### config.mk
export PLATFORM = sky130hd
export DESIGN_NAME = usb_susp_wake
export DESIGN_NICKNAME = d
export VERILOG_FILES = /design/src/rtl/usb_sw_pkg.sv /design/src/rtl/usb_sw_sync.sv /design/src/rtl/usb_sw_wake_src.sv /design/src/rtl/usb_sw_fsm.sv /design/src/rtl/usb_susp_wake.sv
export SDC_FILE = /design/constraint.sdc
export NUM_CORES = 1
export LEC_CHECK = 0
export BUFFER_PORTS_ARGS = -buffer_cell sky130_fd_sc_hd__buf_2
export CAP_MARGIN = 25
export CORE_MARGIN = 2
export CORE_UTILIZATION = 49
export DETAILED_ROUTE_END_ITERATION = 10
export PLACE_DENSITY_LB_ADDON = 0.12
export SLEW_MARGIN = 20
export SYNTH_ARGS = -nofsm -noshare
export SYNTH_HDL_FRONTEND = slang
export SYNTH_SLANG_ARGS = --single-unit
### constraint.sdc
create_clock -name clk -period 1.5 [get_ports clk]
set_input_delay 0.3 -clock clk [delete_from_list [all_inputs] [get_ports clk]]
set_output_delay 0.3 -clock clk [all_outputs]
set_load 0.05 [all_outputs]
### src/rtl/usb_sw_pkg.sv
package usb_sw_pkg;

    typedef enum logic [1:0] {
        ST_AWAKE      = 2'd0,
        ST_SUSP_ENTRY = 2'd1,
        ST_PLL_OFF    = 2'd2
    } pwr_state_t;

    // bit positions inside the synchronised input vector
    localparam int IDX_CONN  = 0;
    localparam int IDX_DISC  = 1;
    localparam int IDX_OVC   = 2;
    localparam int IDX_RWAKE = 3;
    localparam int IDX_VBUS  = 4;
    localparam int IDX_BVAL  = 5;
    localparam int IDX_LS0   = 6;
    localparam int IDX_LS1   = 7;
    localparam int N_ASYNC   = 8;

endpackage

### src/rtl/usb_sw_sync.sv
module usb_sw_sync #(
    parameter int WIDTH  = 8,
    parameter int STAGES = 2
) (
    input  logic             clk,
    input  logic             rst_n,
    input  logic [WIDTH-1:0] async_in,
    output logic [WIDTH-1:0] cur_q,
    output logic [WIDTH-1:0] prev_q
);
    localparam int LAST = STAGES - 1;

    logic [WIDTH-1:0] stg [STAGES];

    generate
        for (genvar s = 0; s < STAGES; s++) begin : g_stage
            if (s == 0) begin : g_first
                always_ff @(posedge clk or negedge rst_n) begin
                    if (!rst_n) stg[s] <= '0;
                    else        stg[s] <= async_in;
                end
            end else begin : g_next
                always_ff @(posedge clk or negedge rst_n) begin
                    if (!rst_n) stg[s] <= '0;
                    else        stg[s] <= stg[s-1];
                end
            end
        end
    endgenerate

    always_ff @(posedge clk or negedge rst_n) begin
        if (!rst_n) prev_q <= '0;
        else        prev_q <= stg[LAST];
    end

    assign cur_q = stg[LAST];

endmodule

### src/rtl/usb_sw_wake_src.sv
module usb_sw_wake_src
    import usb_sw_pkg::*;
(
    input  logic               host_mode,
    input  logic               wk_en_conn,
    input  logic               wk_en_disc,
    input  logic               wk_en_oc,
    input  logic               bus_suspended,
    input  logic [N_ASYNC-1:0] cur_q,
    input  logic [N_ASYNC-1:0] prev_q,
    output logic               wake_hw
);
    logic [N_ASYNC-1:0] rise;
    logic [N_ASYNC-1:0] chg;
    logic               host_wake;
    logic               dev_wake;

    always_comb begin
        rise = cur_q & ~prev_q;
        chg  = cur_q ^ prev_q;
        host_wake = (rise[IDX_CONN]  & wk_en_conn)
                  | (rise[IDX_DISC]  & wk_en_disc)
                  | (rise[IDX_OVC]   & wk_en_oc)
                  | (rise[IDX_RWAKE] & bus_suspended)
                  | chg[IDX_VBUS]
                  | chg[IDX_BVAL];
        dev_wake  = chg[IDX_LS0] | chg[IDX_LS1];
        wake_hw   = host_mode ? host_wake : dev_wake;
    end

endmodule

### src/rtl/usb_sw_fsm.sv
module usb_sw_fsm
    import usb_sw_pkg::*;
(
    input  logic clk,
    input  logic rst_n,
    input  logic sw_set,
    input  logic sw_clr,
    input  logic wake_hw,
    output logic phy_susp,
    output logic pll_off_ok,
    output logic clk_req,
    output logic hw_wake_taken
);
    pwr_state_t state_q, state_d;
    logic       wake_any;

    assign wake_any = wake_hw | sw_clr;

    always_comb begin
        state_d = state_q;
        unique case (state_q)
            ST_AWAKE:      if (sw_set && !wake_any) state_d = ST_SUSP_ENTRY;
            ST_SUSP_ENTRY: state_d = wake_any ? ST_AWAKE : ST_PLL_OFF;
            ST_PLL_OFF:    if (wake_any) state_d = ST_AWAKE;
            default:       state_d = ST_AWAKE;
        endcase
    end

    always_ff @(posedge clk or negedge rst_n) begin
        if (!rst_n) state_q <= ST_AWAKE;
        else        state_q <= state_d;
    end

    always_comb begin
        phy_susp      = 1'b0;
        pll_off_ok    = 1'b0;
        clk_req       = 1'b1;
        hw_wake_taken = 1'b0;
        unique case (state_q)
            ST_AWAKE: begin
                clk_req = 1'b1;
            end
            ST_SUSP_ENTRY: begin
                phy_susp      = 1'b1;
                clk_req       = 1'b0;
                hw_wake_taken = wake_hw;
            end
            ST_PLL_OFF: begin
                phy_susp      = 1'b1;
                pll_off_ok    = 1'b1;
                clk_req       = 1'b0;
                hw_wake_taken = wake_hw;
            end
            default: begin
                clk_req = 1'b1;
            end
        endcase
    end

endmodule

### src/rtl/usb_susp_wake.sv
module usb_susp_wake
    import usb_sw_pkg::*;
#(
    parameter int SYNC_STAGES = 2
) (
    input  logic       clk,
    input  logic       rst_n,
    input  logic       sw_set_susp,
    input  logic       sw_clr_susp,
    input  logic       host_mode,
    input  logic       wk_en_conn,
    input  logic       wk_en_disc,
    input  logic       wk_en_oc,
    input  logic       bus_suspended,
    input  logic       conn_det,
    input  logic       disc_det,
    input  logic       ovc_det,
    input  logic       rmt_wake,
    input  logic       vbus_valid,
    input  logic       b_valid,
    input  logic [1:0] line_state,
    input  logic       irq_en,
    input  logic       irq_clr,
    output logic       phy_susp,
    output logic       pll_off_ok,
    output logic       clk_req,
    output logic       wake_irq
);
    logic [N_ASYNC-1:0] raw_in;
    logic [N_ASYNC-1:0] cur_q;
    logic [N_ASYNC-1:0] prev_q;
    logic               wake_hw;
    logic               hw_wake_taken;
    logic               irq_pend;

    always_comb begin
        raw_in            = '0;
        raw_in[IDX_CONN]  = conn_det;
        raw_in[IDX_DISC]  = disc_det;
        raw_in[IDX_OVC]   = ovc_det;
        raw_in[IDX_RWAKE] = rmt_wake;
        raw_in[IDX_VBUS]  = vbus_valid;
        raw_in[IDX_BVAL]  = b_valid;
        raw_in[IDX_LS0]   = line_state[0];
        raw_in[IDX_LS1]   = line_state[1];
    end

    usb_sw_sync #(.WIDTH(N_ASYNC), .STAGES(SYNC_STAGES)) u_sync (
        .clk      (clk),
        .rst_n    (rst_n),
        .async_in (raw_in),
        .cur_q    (cur_q),
        .prev_q   (prev_q)
    );

    usb_sw_wake_src u_src (
        .host_mode     (host_mode),
        .wk_en_conn    (wk_en_conn),
        .wk_en_disc    (wk_en_disc),
        .wk_en_oc      (wk_en_oc),
        .bus_suspended (bus_suspended),
        .cur_q         (cur_q),
        .prev_q        (prev_q),
        .wake_hw       (wake_hw)
    );

    usb_sw_fsm u_fsm (
        .clk           (clk),
        .rst_n         (rst_n),
        .sw_set        (sw_set_susp),
        .sw_clr        (sw_clr_susp),
        .wake_hw       (wake_hw),
        .phy_susp      (phy_susp),
        .pll_off_ok    (pll_off_ok),
        .clk_req       (clk_req),
        .hw_wake_taken (hw_wake_taken)
    );

    // sticky wake flag, a new wake beats a simultaneous clear
    always_ff @(posedge clk or negedge rst_n) begin
        if (!rst_n)             irq_pend <= 1'b0;
        else if (hw_wake_taken) irq_pend <= 1'b1;
        else if (irq_clr)       irq_pend <= 1'b0;
    end

    assign wake_irq = irq_pend & irq_en;

endmodule

# Word-level counts from Yosys, hierarchy flattened
# Index checks and enable logic that the tools add are counted.
# totals
register_bits,27
latch_bits,0
ram_bits,0
mem_bits_ro,0
out_inout_bits,4
elab_cells,41
memories,0
# classes
add_sub_neg,0
n_mul,0
n_div,0
n_lt_le_gt_ge,0
eq_ne,4
n_shift,0
n_mux,11
bitwise_logic,15
reduce_logical,6
# op_table
cell,n
$xor A8 B8 Y8,1
$mux W1,7
$or A1 B1 Y1,7
$mux W2,3
$pmux W2 S3,1
$and A1 B1 Y1,5
$and A4 B4 Y4,1
$ne A2 B1 Y1 const B,2
$not A4 Y4,1
$eq A2 B1 Y1 const B,1
$eq A2 B2 Y1 const B,1
$logic_not A2 Y1,1
$reduce_and A2 Y1,1
$reduce_bool A2 Y1,1
$reduce_or A2 Y1,1
$logic_and A1 B1 Y1,1
$logic_not A1 Y1,1

# Depth between registers and ports, before layout
# depth
depth_word,14
ltp_mapped,7
mapped_depth_nobuf,7

# Modules after synthesis
# From an unflattened synthesis, not the netlist that was laid out.
# unflattened
hier_cells,64
hier_area_um2,960.9
# by_module_without_submodules
module,n_inst,cells_per_inst,area_each_um2,seq_area_each_um2
usb_sw_sync,1,32,660.6,600.6
usb_sw_fsm,1,17,173.9,50.0
usb_sw_wake_src,1,11,83.8,0.0
usb_susp_wake,1,4,42.5,25.0

# Worst setup path before layout
# OpenSTA, ideal clock, no wires.
# synth_path
path_type,reg2out
from,register u_fsm.state_q[0]
to,output clk_req
arrival_ps,1309
t_required_ps,1200
slack_ps,-109
path_stages_with_launch,4
path_buffers,0
cell_sequence,dfrtp_1 inv_1 ha_1 inv_1
# synth_via
elab_chain_cells,3
elab_cells_between_ends,4
classes_between,eq/ne: 2; mux: 1; reduce/logical: 1
# synth_rtl
item,line,rtl
from (decl),usb_sw_fsm.sv:14,"pwr_state_t state_q, state_d;"
from (signal assigned),usb_sw_fsm.sv:31,else state_q <= state_d;
$eq A2 B1 Y1 / $eq A2 B2 Y1 (equally long branches),usb_sw_fsm.sv:39,unique case (state_q)
$reduce_or A2 Y1 (no source line) (*),-,
$mux W1 (*),usb_sw_fsm.sv:39,
to (decl),usb_susp_wake.sv:26,"output logic clk_req,"
# Mark *: on every way between the ends. The rest lies on a longest branch, timed or not.

# Final worst setup path
# Ends and elaborated chain as after synthesis.

==> flow_metrics.py <==
metrics = {
    "run_status": {
        "outcome": "finished, violations left",
        "violations": "setup timing",
    },
    "timing": {
        "hold_ws_ns": 0.0819,
        "hold_viol": 0,
        "setup_violations": 3,
        "slew_violations": 0,
        "finalClockSkew_ns": 0.00573,
        "clock.fmax_ghz": 0.631,
        "rsz0062_at_grt": "true",
        "period_share": 1.06,
        "min_period_ns": 1.58,
        "tightest_slew_ns": 0.568,
        "setup_slack_ns": -0.0838,
        "relSlewSlack": 0.621,
    },
    "placement": {
        "placed_area_mm2": 0.00107,
        "port-buffer-count": 22,
        "dp_hpwl_um": 915,
        "routabilityCongestion": 0.647,
    },
    "floorplanning": {
        "start_util": 0.525,
        "core_mm2": 0.00175,
        "die_h_um": 47.2,
        "die_area_mm2": 0.00223,
        "die_w_um": 47.2,
        "rows": 15,
        "ios": 23,
    },
    "cells_and_area": {
        "final_area_mm2": 0.00117,
        "fin_nets": 117,
        "num_antenna_cells": 0,
        "area_growth_syn_to_layout_pct": 28.1,
        "drive_gt1_frac": 0.404,
        "fill_cells": 139,
    },
    "synthesis": {
        "postSynthCellCount": 61,
        "synth_edf_count": 0,
        "ys.flop_type": "dfrtp_1",
        "synthDominantCellAreaShare": 0.738,
        "ys_ff_latch": 27,
        "synth.avg_cell_area_um2": 15.0,
        "netlist_top_cells_area": "dfrtp_1, ha_1, xor2_1",
        "async_reset_ff_frac": 1.00,
        "yosysMostFrequentCell": "dfrtp_1",
        "synth_cell_types": 19,
        "yosysSeqAreaShare": 0.738,
        "yosys-top-cells-count": "dfrtp_1, inv_1, o21ai_1",
        "synth_top_area_cell": "dfrtp_1",
        "syn-num-nets": 83,
        "ys_warn_count": 0,
        "synth_area_um2": 916,
    },
    "worst_setup_path": {
        "cp.required_ns": 1.20,
        "crit_end": "clk_req",
        "critPathCaptureType": "output pin",
        "setup.worst_path.class": "reg -> out",
        "worstPathArrival_ns": 1.28,
        "critPathLaunchType": "register",
        "reg2reg_slack_ns": 0.14,
        "crit_fanout": 3,
        "reg2reg_from": "u_sync.cur_q[7]$_DFF_PN0_",
        "startpoint": "u_fsm.state_q[0]$_DFFE_PN0P_",
        "rr_worst_depth": 5,
        "reg2reg_to": "u_fsm.state_q[1]$_DFFE_PN0P_",
    },
    "power": {
        "p_switching_mw": 0.675,
        "seqPwrFrac": 0.427,
        "peakVddDrop_mv": 0.891,
        "p_leak_nw": 0.552,
        "swShare": 0.350,
        "p_int_mw": 1.25,
        "powerDensity_mw_per_mm2": 1640,
        "power_frac_comb": 0.421,
        "report.power.total_mw": 1.93,
        "clkPwrFrac": 0.152,
    },
    "clock_tree": {
        "cts_inserted_buffers": 3,
        "clk_pin_slew_ns": 0.13,
        "cts_root_buf": "clkbuf_4",
        "htreeDepth": 1,
        "tritoncts": "built",
        "cts_buffer_depth": 2,
        "clk_latency_ns": 0.31,
        "clkSinkCount": 27,
    },
    "detailed_routing": {
        "dr.pass1.iters": 4,
        "detail_route.iter0.violations": 2,
        "wl_per_cell_um": 11.3,
        "final_antenna_net_count": 0,
        "post-route-drc-count": 0,
        "via_per_inst": 4.73,
        "routed_wl_mm": 1.35,
        "vias": 563,
    },
    "global_route": {
        "grtUsageTotal": 0.139,
        "grt_pass1_vias": 525,
        "grt_max_degree": 28,
        "grt_pass1_wl_mm": 2.10,
        "grt-ovfl-total": 0,
        "grt_antenna_before_repair": 0,
    },
    "job": {
        "cap_violations": 0,
    },
    "min_path": {
        "holdCritPathClass": "in -> reg",
    },
}
[metal layers]
layer / vias up / track usage / share of wire
met1: 275 / 0.183 / 0.43
met4: 0 / 0.0667 / 0.0089
met5: - / 0 / 0
met3: 2 / 0.0231 / 0.043
met2: 13 / 0.224 / 0.52
li1: 273 / - / -
[metrics by stage]
step	utilization	setup WS, ns	TNS, ns	std cells
after global placement	0.615	0.166	0	108
after CTS	0.668	-0.0673	-0.154	118
after floorplan	-	0.0206	0	61
final	0.672	-0.0838	-0.189	119
after global routing	0.672	-0.149	-0.365	119
after detailed placement	0.615	0.148	0	108
[area by class of cell]
class	count	area, µm²	share of cell area
inverter	5	22.5	0.0192
multi-input combinational	29	234	0.199
clock buffer	4	26.3	0.0224
timing repair buffer	29	184	0.157
tap	25	31.3	0.0267
sequential	27	676	0.576
[what timing repair did]
item | in CTS | in global routing
hold buffers | 1 | 0
gates resized for setup | 8 | 0
setup endpoints to repair | 3 | 3
buffers inserted | 5 | 1
cloned | 0 | 0
hold endpoints to repair | 27 | 0
[flip-flops by register name, indices dropped and copies added, names as in the netlist]
signal         flops
u_fsm.state_q      2
u_sync.prev_q      8
u_sync.stg         8
irq_pend           1
u_sync.cur_q       8
[power groups by stage]
stage                     clock network, mW  registers [mW]  logic (mW)
after CTS                             0.303           0.823       0.790
after floorplan                           0           0.829       0.504
final                                 0.292           0.824       0.812
after global routing                  0.328           0.831       0.869
after detailed placement                  0           0.836       0.613
after global placement                    0           0.832       0.602
[worst min path at each step]
stage,start,to,cells past startpoint
final,ovc_det,u_sync.stg[10]$_DFF_PN0_,1
after global routing,rmt_wake,u_sync.stg[11]$_DFF_PN0_,1
after CTS,b_valid,u_sync.stg[13]$_DFF_PN0_,1
after detailed placement,rst_n,u_sync.stg[10]$_DFF_PN0_,1
after global placement,rst_n,u_sync.stg[10]$_DFF_PN0_,1
after floorplan,rst_n,irq_pend$_DFFE_PN0P_,0
[kinds of logic (layout without fill, tap and decap cells)]
logic type               count (synthesis)  count (layout)  share of synthesized area
buffers and inverters                    5              38                     0.0205
flip-flops                              27              27                      0.738
adder cells (fa/ha/maj)                  3               3                     0.0410
AO/OA/AOI/OAI                           10              10                     0.0738
XOR/XNOR                                 4               4                     0.0383
AND/OR/NAND/NOR                         12              12                     0.0888
[placed cells by master, fill, tap and decap left out]
cell           count
nand4_1            1
buf_8              1
and2_1             1
buf_2             19
nand2b_1           1
nand3b_1           3
clkbuf_1           1
clkinvlp_4         1
o311a_1            1
o22ai_1            1
nor3b_1            2
o21ai_1            5
inv_1              2
xnor2_1            1
buf_4              7
ha_1               2
a21oi_2            1
o21ai_0            1
dlygate4sd3_1      1
xor2_1             3
nor3_1             2
ha_4               1
buf_6              1
clkbuf_4           3
nand2_1            1
or3_4              1
dfrtp_1           27
inv_2              2
o31ai_2            1
[critical path, cell delays in order (launching register included)]
cell        delay [ns]
dfrtp_1           0.39
inv_2             0.07
ha_4              0.28
clkinvlp_4        0.09
buf_8             0.15
(Power assumes the default switching activity.)
